$ cat config.mk
export PLATFORM = sky130hd
export DESIGN_NAME = wsGen
export DESIGN_NICKNAME = d
export VERILOG_FILES = /design/src/rtl/wsPkg.sv /design/src/rtl/wsData.sv /design/src/rtl/wsCtrl.sv /design/src/rtl/wsGen.sv
export SDC_FILE = /design/constraint.sdc
export NUM_CORES = 1
export LEC_CHECK = 0
export BUFFER_PORTS_ARGS = -buffer_cell sky130_fd_sc_hd__buf_2
export CORE_AREA = 3 3 63 65
export CTS_CLUSTER_SIZE = 24
export DETAILED_ROUTE_END_ITERATION = 8
export DIE_AREA = 0 0 66 68
export PLACE_DENSITY = 0.56
export SLEW_MARGIN = 10
export SYNTH_ARGS = -nofsm -noshare
export SYNTH_HDL_FRONTEND = slang
export SYNTH_HIERARCHICAL = 1
export SYNTH_SLANG_ARGS = --single-unit
export TNS_END_PERCENT = 50
$ cat constraint.sdc
create_clock -name clk -period 1.43 [get_ports clk]
set_clock_uncertainty 0.1 [all_clocks]
set_input_delay 0.143 -clock clk [delete_from_list [all_inputs] [get_ports clk]]
set_output_delay 0.143 -clock clk [all_outputs]
set_load 0.01 [all_outputs]
$ cat src/rtl/wsPkg.sv
package wsPkg;
  localparam int DATA_W = 8;
  localparam int ADDR_W = 8;
  localparam int BASE_WAIT = 1;
  localparam int TURBO_WAIT = 2;
  localparam int CNT_W = $clog2(TURBO_WAIT + 1);
  localparam logic [ADDR_W-1:0] MODE_PORT = 8'hBF;
  localparam logic [DATA_W-1:0] MODE_ALL_CODE = 8'h00;
  localparam logic [DATA_W-1:0] MODE_FETCH_CODE = 8'h04;
  localparam logic [DATA_W-1:0] MODE_RESET = 8'hFF;
  localparam int NUM_PREFIX = 4;
  localparam logic [NUM_PREFIX-1:0][DATA_W-1:0] PREFIX_CODES =
    {8'hFD, 8'hED, 8'hDD, 8'hCB};

  typedef enum logic [1:0] {WS_OFF, WS_ALL, WS_FETCH} wsMode_e;

  typedef struct packed {
    logic modeWrite;
    logic opLatch;
    logic countLoad;
    logic [CNT_W-1:0] countLen;
  } wsStrobes_t;

  function automatic wsMode_e decodeMode(input logic [DATA_W-1:0] code);
    if (code == MODE_ALL_CODE) return WS_ALL;
    else if (code == MODE_FETCH_CODE) return WS_FETCH;
    else return WS_OFF;
  endfunction
endpackage

$ cat src/rtl/wsData.sv
module wsData
  import wsPkg::*;
(
  input  logic              clk,
  input  logic              rstN,
  input  wsStrobes_t        strobes,
  input  logic [DATA_W-1:0] dataIn,
  output logic [DATA_W-1:0] modeReg,
  output logic [DATA_W-1:0] opcodeReg,
  output logic              waitReq
);
  logic [CNT_W-1:0] waitCnt;

  always_ff @(posedge clk) begin
    if (!rstN) begin
      modeReg <= MODE_RESET;
    end else if (strobes.modeWrite) begin
      modeReg <= dataIn;
    end
  end

  always_ff @(posedge clk) begin
    if (!rstN) begin
      opcodeReg <= '0;
    end else if (strobes.opLatch) begin
      opcodeReg <= dataIn;
    end
  end

  always_ff @(posedge clk) begin
    if (!rstN) begin
      waitCnt <= '0;
    end else if (strobes.countLoad) begin
      waitCnt <= strobes.countLen;
    end else if (waitCnt != '0) begin
      waitCnt <= waitCnt - 1'b1;
    end
  end

  assign waitReq = (waitCnt != '0);
endmodule

$ cat src/rtl/wsCtrl.sv
module wsCtrl
  import wsPkg::*;
(
  input  logic              clk,
  input  logic              rstN,
  input  logic              memReq,
  input  logic              ioReq,
  input  logic              rdStb,
  input  logic              wrStb,
  input  logic              m1Stb,
  input  logic [ADDR_W-1:0] portAddr,
  input  logic              turboSel,
  input  logic [DATA_W-1:0] modeReg,
  input  logic [DATA_W-1:0] opcodeReg,
  input  logic              waitReq,
  output wsStrobes_t        strobes
);
  localparam logic [CNT_W-1:0] LEN_BASE = CNT_W'(BASE_WAIT);
  localparam logic [CNT_W-1:0] LEN_TURBO = CNT_W'(TURBO_WAIT);

  logic memReqPrev;
  logic prefixPending;
  logic curFetch;
  logic curRead;
  logic accessStart;
  logic accessEnd;
  logic isFetch;
  logic needWait;
  logic opIsPrefix;
  wsMode_e mode;
  logic [NUM_PREFIX-1:0] prefixHit;

  assign accessStart = memReq && !memReqPrev;
  assign accessEnd = !memReq && memReqPrev;
  assign isFetch = memReq && m1Stb && rdStb;
  assign mode = decodeMode(modeReg);

  for (genvar i = 0; i < NUM_PREFIX; i++) begin : gPrefix
    assign prefixHit[i] = (opcodeReg == PREFIX_CODES[i]);
  end
  assign opIsPrefix = |prefixHit;

  always_comb begin
    unique case (mode)
      WS_ALL:   needWait = 1'b1;
      WS_FETCH: needWait = isFetch || (prefixPending && rdStb);
      default:  needWait = 1'b0;
    endcase
  end

  always_comb begin
    strobes.modeWrite = ioReq && wrStb && (portAddr == MODE_PORT);
    strobes.opLatch = isFetch && !waitReq;
    strobes.countLoad = accessStart && needWait;
    strobes.countLen = turboSel ? LEN_TURBO : LEN_BASE;
  end

  always_ff @(posedge clk) begin
    if (!rstN) begin
      memReqPrev <= 1'b0;
      curFetch <= 1'b0;
      curRead <= 1'b0;
      prefixPending <= 1'b0;
    end else begin
      memReqPrev <= memReq;
      if (accessStart) begin
        curFetch <= isFetch;
        curRead <= rdStb;
      end
      if (accessEnd && curRead) begin
        prefixPending <= prefixPending ? 1'b0 : (curFetch && opIsPrefix);
      end
    end
  end
endmodule

$ cat src/rtl/wsGen.sv
module wsGen
  import wsPkg::*;
(
  input  logic              clk,
  input  logic              rstN,
  input  logic              memReq,
  input  logic              ioReq,
  input  logic              rdStb,
  input  logic              wrStb,
  input  logic              m1Stb,
  input  logic [ADDR_W-1:0] portAddr,
  input  logic [DATA_W-1:0] dataIn,
  input  logic              turboSel,
  output logic              waitReq
);
  wsStrobes_t strobes;
  logic [DATA_W-1:0] modeValue;
  logic [DATA_W-1:0] opcodeValue;

  wsCtrl uCtrl (
    .clk(clk), .rstN(rstN), .memReq(memReq), .ioReq(ioReq),
    .rdStb(rdStb), .wrStb(wrStb), .m1Stb(m1Stb), .portAddr(portAddr),
    .turboSel(turboSel), .modeReg(modeValue), .opcodeReg(opcodeValue),
    .waitReq(waitReq), .strobes(strobes)
  );

  wsData uData (
    .clk(clk), .rstN(rstN), .strobes(strobes), .dataIn(dataIn),
    .modeReg(modeValue), .opcodeReg(opcodeValue), .waitReq(waitReq)
  );
endmodule

==> key figures <==
Timing
  • Setup TNS Final: -0.0164 ns
  • RSZ-0062 raised after global routing: yes
  • Slew Limit Fails: 0
  • Max_slew headroom: 86.2%
  • Max Freq: 0.695 GHz
  • Slack of the critical path: -0.00854 ns
  • Slew at the pin with the worst max-slew slack: 0.205 ns
  • Fin crit share: 101%
  • Post-layout minimum cycle time: 1.44 ns
  • Hold Fails Final Rpt: 0
  • Final setup violation count: 2

Worst setup path
  • Crit path capture: uData/opcodeReg[7]
  • Crit path max-delay family: flip-flops
  • Crit path kind: reg -> reg
  • CP Depth: 7
  • FF-to-FF path depth: 7
  • FF-to-FF setup slack: -0.009 ns
  • Critical Path Source Type: flop
  • Crit path DAT: 1.54 ns
  • Most used cell, CP: inv_2
  • Critical path, cell by cell: inv_2, ha_4, inv_2, and4b_1, buf_12, mux2i_1, nor2b_1
  • Critical Path End Type: flop
  • R2r startpoint: uData/waitCnt[0]
  • Crit path largest cell delay: 0.34 ns
  • Critical path launch point: uData/waitCnt[0]
  • FF-to-FF End: uData/opcodeReg[7]
  • Critical path data required time: 1.53 ns
  • CP max-delay cell: dfxtp_2
  • CP bufs+invs: 3
  • Critical path peak fanout: 8

Logic synthesis
  • Synth warnings: 6
  • Synth Cell Area: 0.00101 mm2
  • Post-synth net total: 125
  • Synth area leaders: dfxtp_1, mux2i_1, nor2b_1, nand2_1, nand3_1
  • Yosys reg bits: 22
  • Area leader, netlist: dfxtp_1
  • Avg Cell Area, Syn: 10.1 um2
  • Syn Inst Count: 100
  • Seq/Total Area, Yosys: 43.6%
  • Library cells used by synthesis: 29
  • Synth top area share: 43.6%

Finish
  • Finished Cell Area: 0.00136 mm2
  • Fillers: 343
  • Antenna cells: 0
  • # nets final: 165
  • Fraction of layout cells with a size suffix above 1: 38.4%
  • Area grow syn2layout: 34.2%
  • Final cell count without fillers: 184

Placed design
  • Area post-placement: 0.00121 mm2
  • Final GP Congestion: 0.754
  • DP Cell Count: 171
  • Dpl hpwl: 1570 um
  • Dpl ws: -0.0486 ns
  • Port Buffers: 24

Floorplanning
  • Width of the die: 66 um
  • Ports: 25
  • Die area: 0.00449 mm2
  • Initial Util: 29.8%
  • Core area: 0.00339 mm2
  • # rows: 21
  • Chip Height: 68 um

Clock network
  • Root Driver: clkbuf_4
  • CTS buffer count: 3
  • Later-pin clock latency in the skew report: 0.30 ns
  • Clk buf depth: 2
  • TritonCTS clock tree: built
  • H-tree Lvls: 1
  • TritonCTS Sinks: 22
  • Clock-pin slew on the worst setup and hold paths: 0.11 ns

GRT
  • GRT Util Overall: 10.4%
  • Grt total ovfl: 0
  • First-pass GRT wire length: 3510 um
  • Initial antenna violation count: 0
  • Vias in the first global route: 818
  • Pin count of the biggest net entering global routing: 19

Detailed routing
  • DRT met1 WL: 933 um
  • First-pass iteration count of the detailed router: 2
  • Via count: 789
  • Met3 WL: 54 um
  • Metal2 WL: 1050 um
  • Post-detailed-route via-to-cell ratio: 4.29
  • Post-DR wirelength/cell: 11.4 um
  • Final WL: 2100 um
  • Antenna viol nets, final: 0
  • Top Metal Used: met4
  • # DRC: 0
  • Initial detailed-routing violation count: 25

Power
  • Worst VDD drop: 433 uV
  • Pwr/cell area: 1030 mW/mm2
  • Final Total Pwr: 1390 uW
  • Leak: 0.000528 uW

Min path
  • Min-delay worst type: in -> reg
  • Hold_sp: memReq

Flow run
  • Max-cap violations: 0

Outcome
  • Violated checks: setup timing
  • Status: complete, but fails checks
## per-stage QoR
| stage | util, % | hold WS, ns |
|---|---|---|
| 2_1_floorplan | - | 0.170 |
| 3_3_place_gp | 35.7 | 0.278 |
| 3_5_place_dp | 35.7 | 0.281 |
| 4_1_cts | 39.7 | 0.00553 |
| 5_1_grt | 40.0 | 0.00256 |
| 6_report | 40.0 | 0.0149 |
## cells in the final DEF (no fill, tap or decap), drive strengths merged, types with 2 or more instances in the layout
cell type    synthesis  layout
nor4                 2       2
dfxtp               22      22
mux2i               17      17
nand3                5       5
clkbuf               0       3
nand2               10      10
nand4                3       3
nand2b               2       2
nor2b               10      10
nor3                 2       2
dlygate4sd3          0       8
and2b                2       2
inv                  5       5
buf                  5      32
o21ai                4       4
## synth_stat cells
cell and n:
ha_1 1, and4b_1 1, xor2_1 1, nor3_1 1, nand3_1 5, a21oi_2 1
o21ai_0 1, buf_6 2, o21ai_1 3, a21o_1 1, and2_2 1, nand2b_4 1
dfxtp_1 22, nand4_1 3, a21boi_1 1, nor4b_2 1, nor2b_2 1, nor2b_1 9
nor4_1 2, nand2_1 10, nor3_2 1, and2b_4 2, inv_1 5, nand2b_1 1
nand3b_1 1, mux2i_1 17, o31ai_2 1, nor2_1 1, buf_4 3
## worst reg2reg max path, cell delays in order, from the launching register on
cell and delay, ns:
dfxtp_2 0.34, inv_2 0.06, ha_4 0.13, inv_2 0.03
and4b_1 0.28, buf_12 0.14, mux2i_1 0.19, nor2b_1 0.06
## where the power goes
part           switching (uW)  internal [uW]  total (uW)
Combinational             165            268         433
Clock                     176           98.0         274
Sequential               25.8            658         684
Total                     367           1020        1390
## sequential cells by signal, summed over array words and instances (netlist names)
name,cells
uCtrl/curFetch,1
uCtrl/curRead,1
uData/modeReg,8
uCtrl/memReqPrev,1
uData/opcodeReg,8
uData/waitCnt,2
uCtrl/prefixPending,1
## cells by family (layout without fill, tap and decap cells)
family | Yosys count | after routing | share of synthesized area (%)
simple gates | 41 | 41 | 25.5
flops | 22 | 22 | 43.6
mux | 17 | 17 | 16.9
buf+inv | 10 | 48 | 6.32
compound gates | 8 | 8 | 5.58
fa+ha+maj | 1 | 1 | 1.24
xor+xnor | 1 | 1 | 0.868
## area by class of cell
type / count / area [um2] / share of cell area [%]
repair buffers: 40 / 273 / 20.1
well taps: 46 / 57.6 / 4.25
flip-flops and latches: 22 / 444 / 32.8
inverters: 5 / 18.8 / 1.39
multi-input cells: 68 / 539 / 39.8
clock buffers: 3 / 22.5 / 1.66
## timing repair
action | 4_1_cts | 5_1_grt
pin swaps | 1 | 3
hold endpoints to repair | 8 | 0
resized for setup | 6 | 2
endpoints found under the setup margin | 10 | 10
hold buffers | 8 | 0
buffers inserted | 2 | 0
## layer usage
metal	global-route usage, %	up-vias
met2	18.0	10
met5	0	-
met3	2.13	4
met4	6.85	0
li1	-	420
met1	11.5	355
## worst min-delay path by stage
stage / endpoint / slack [ns] / cells past startpoint
6_report: uCtrl/memReqPrev / 0.01 / 2
5_1_grt: uCtrl/curFetch / 0.003 / 3
4_1_cts: uCtrl/curFetch / 0.006 / 3
3_5_place_dp: uData/modeReg[7] / 0.28 / 3
3_3_place_gp: uData/modeReg[7] / 0.28 / 3
2_1_floorplan: uData/modeReg[1] / 0.17 / 2
(Power assumes the default switching activity.)
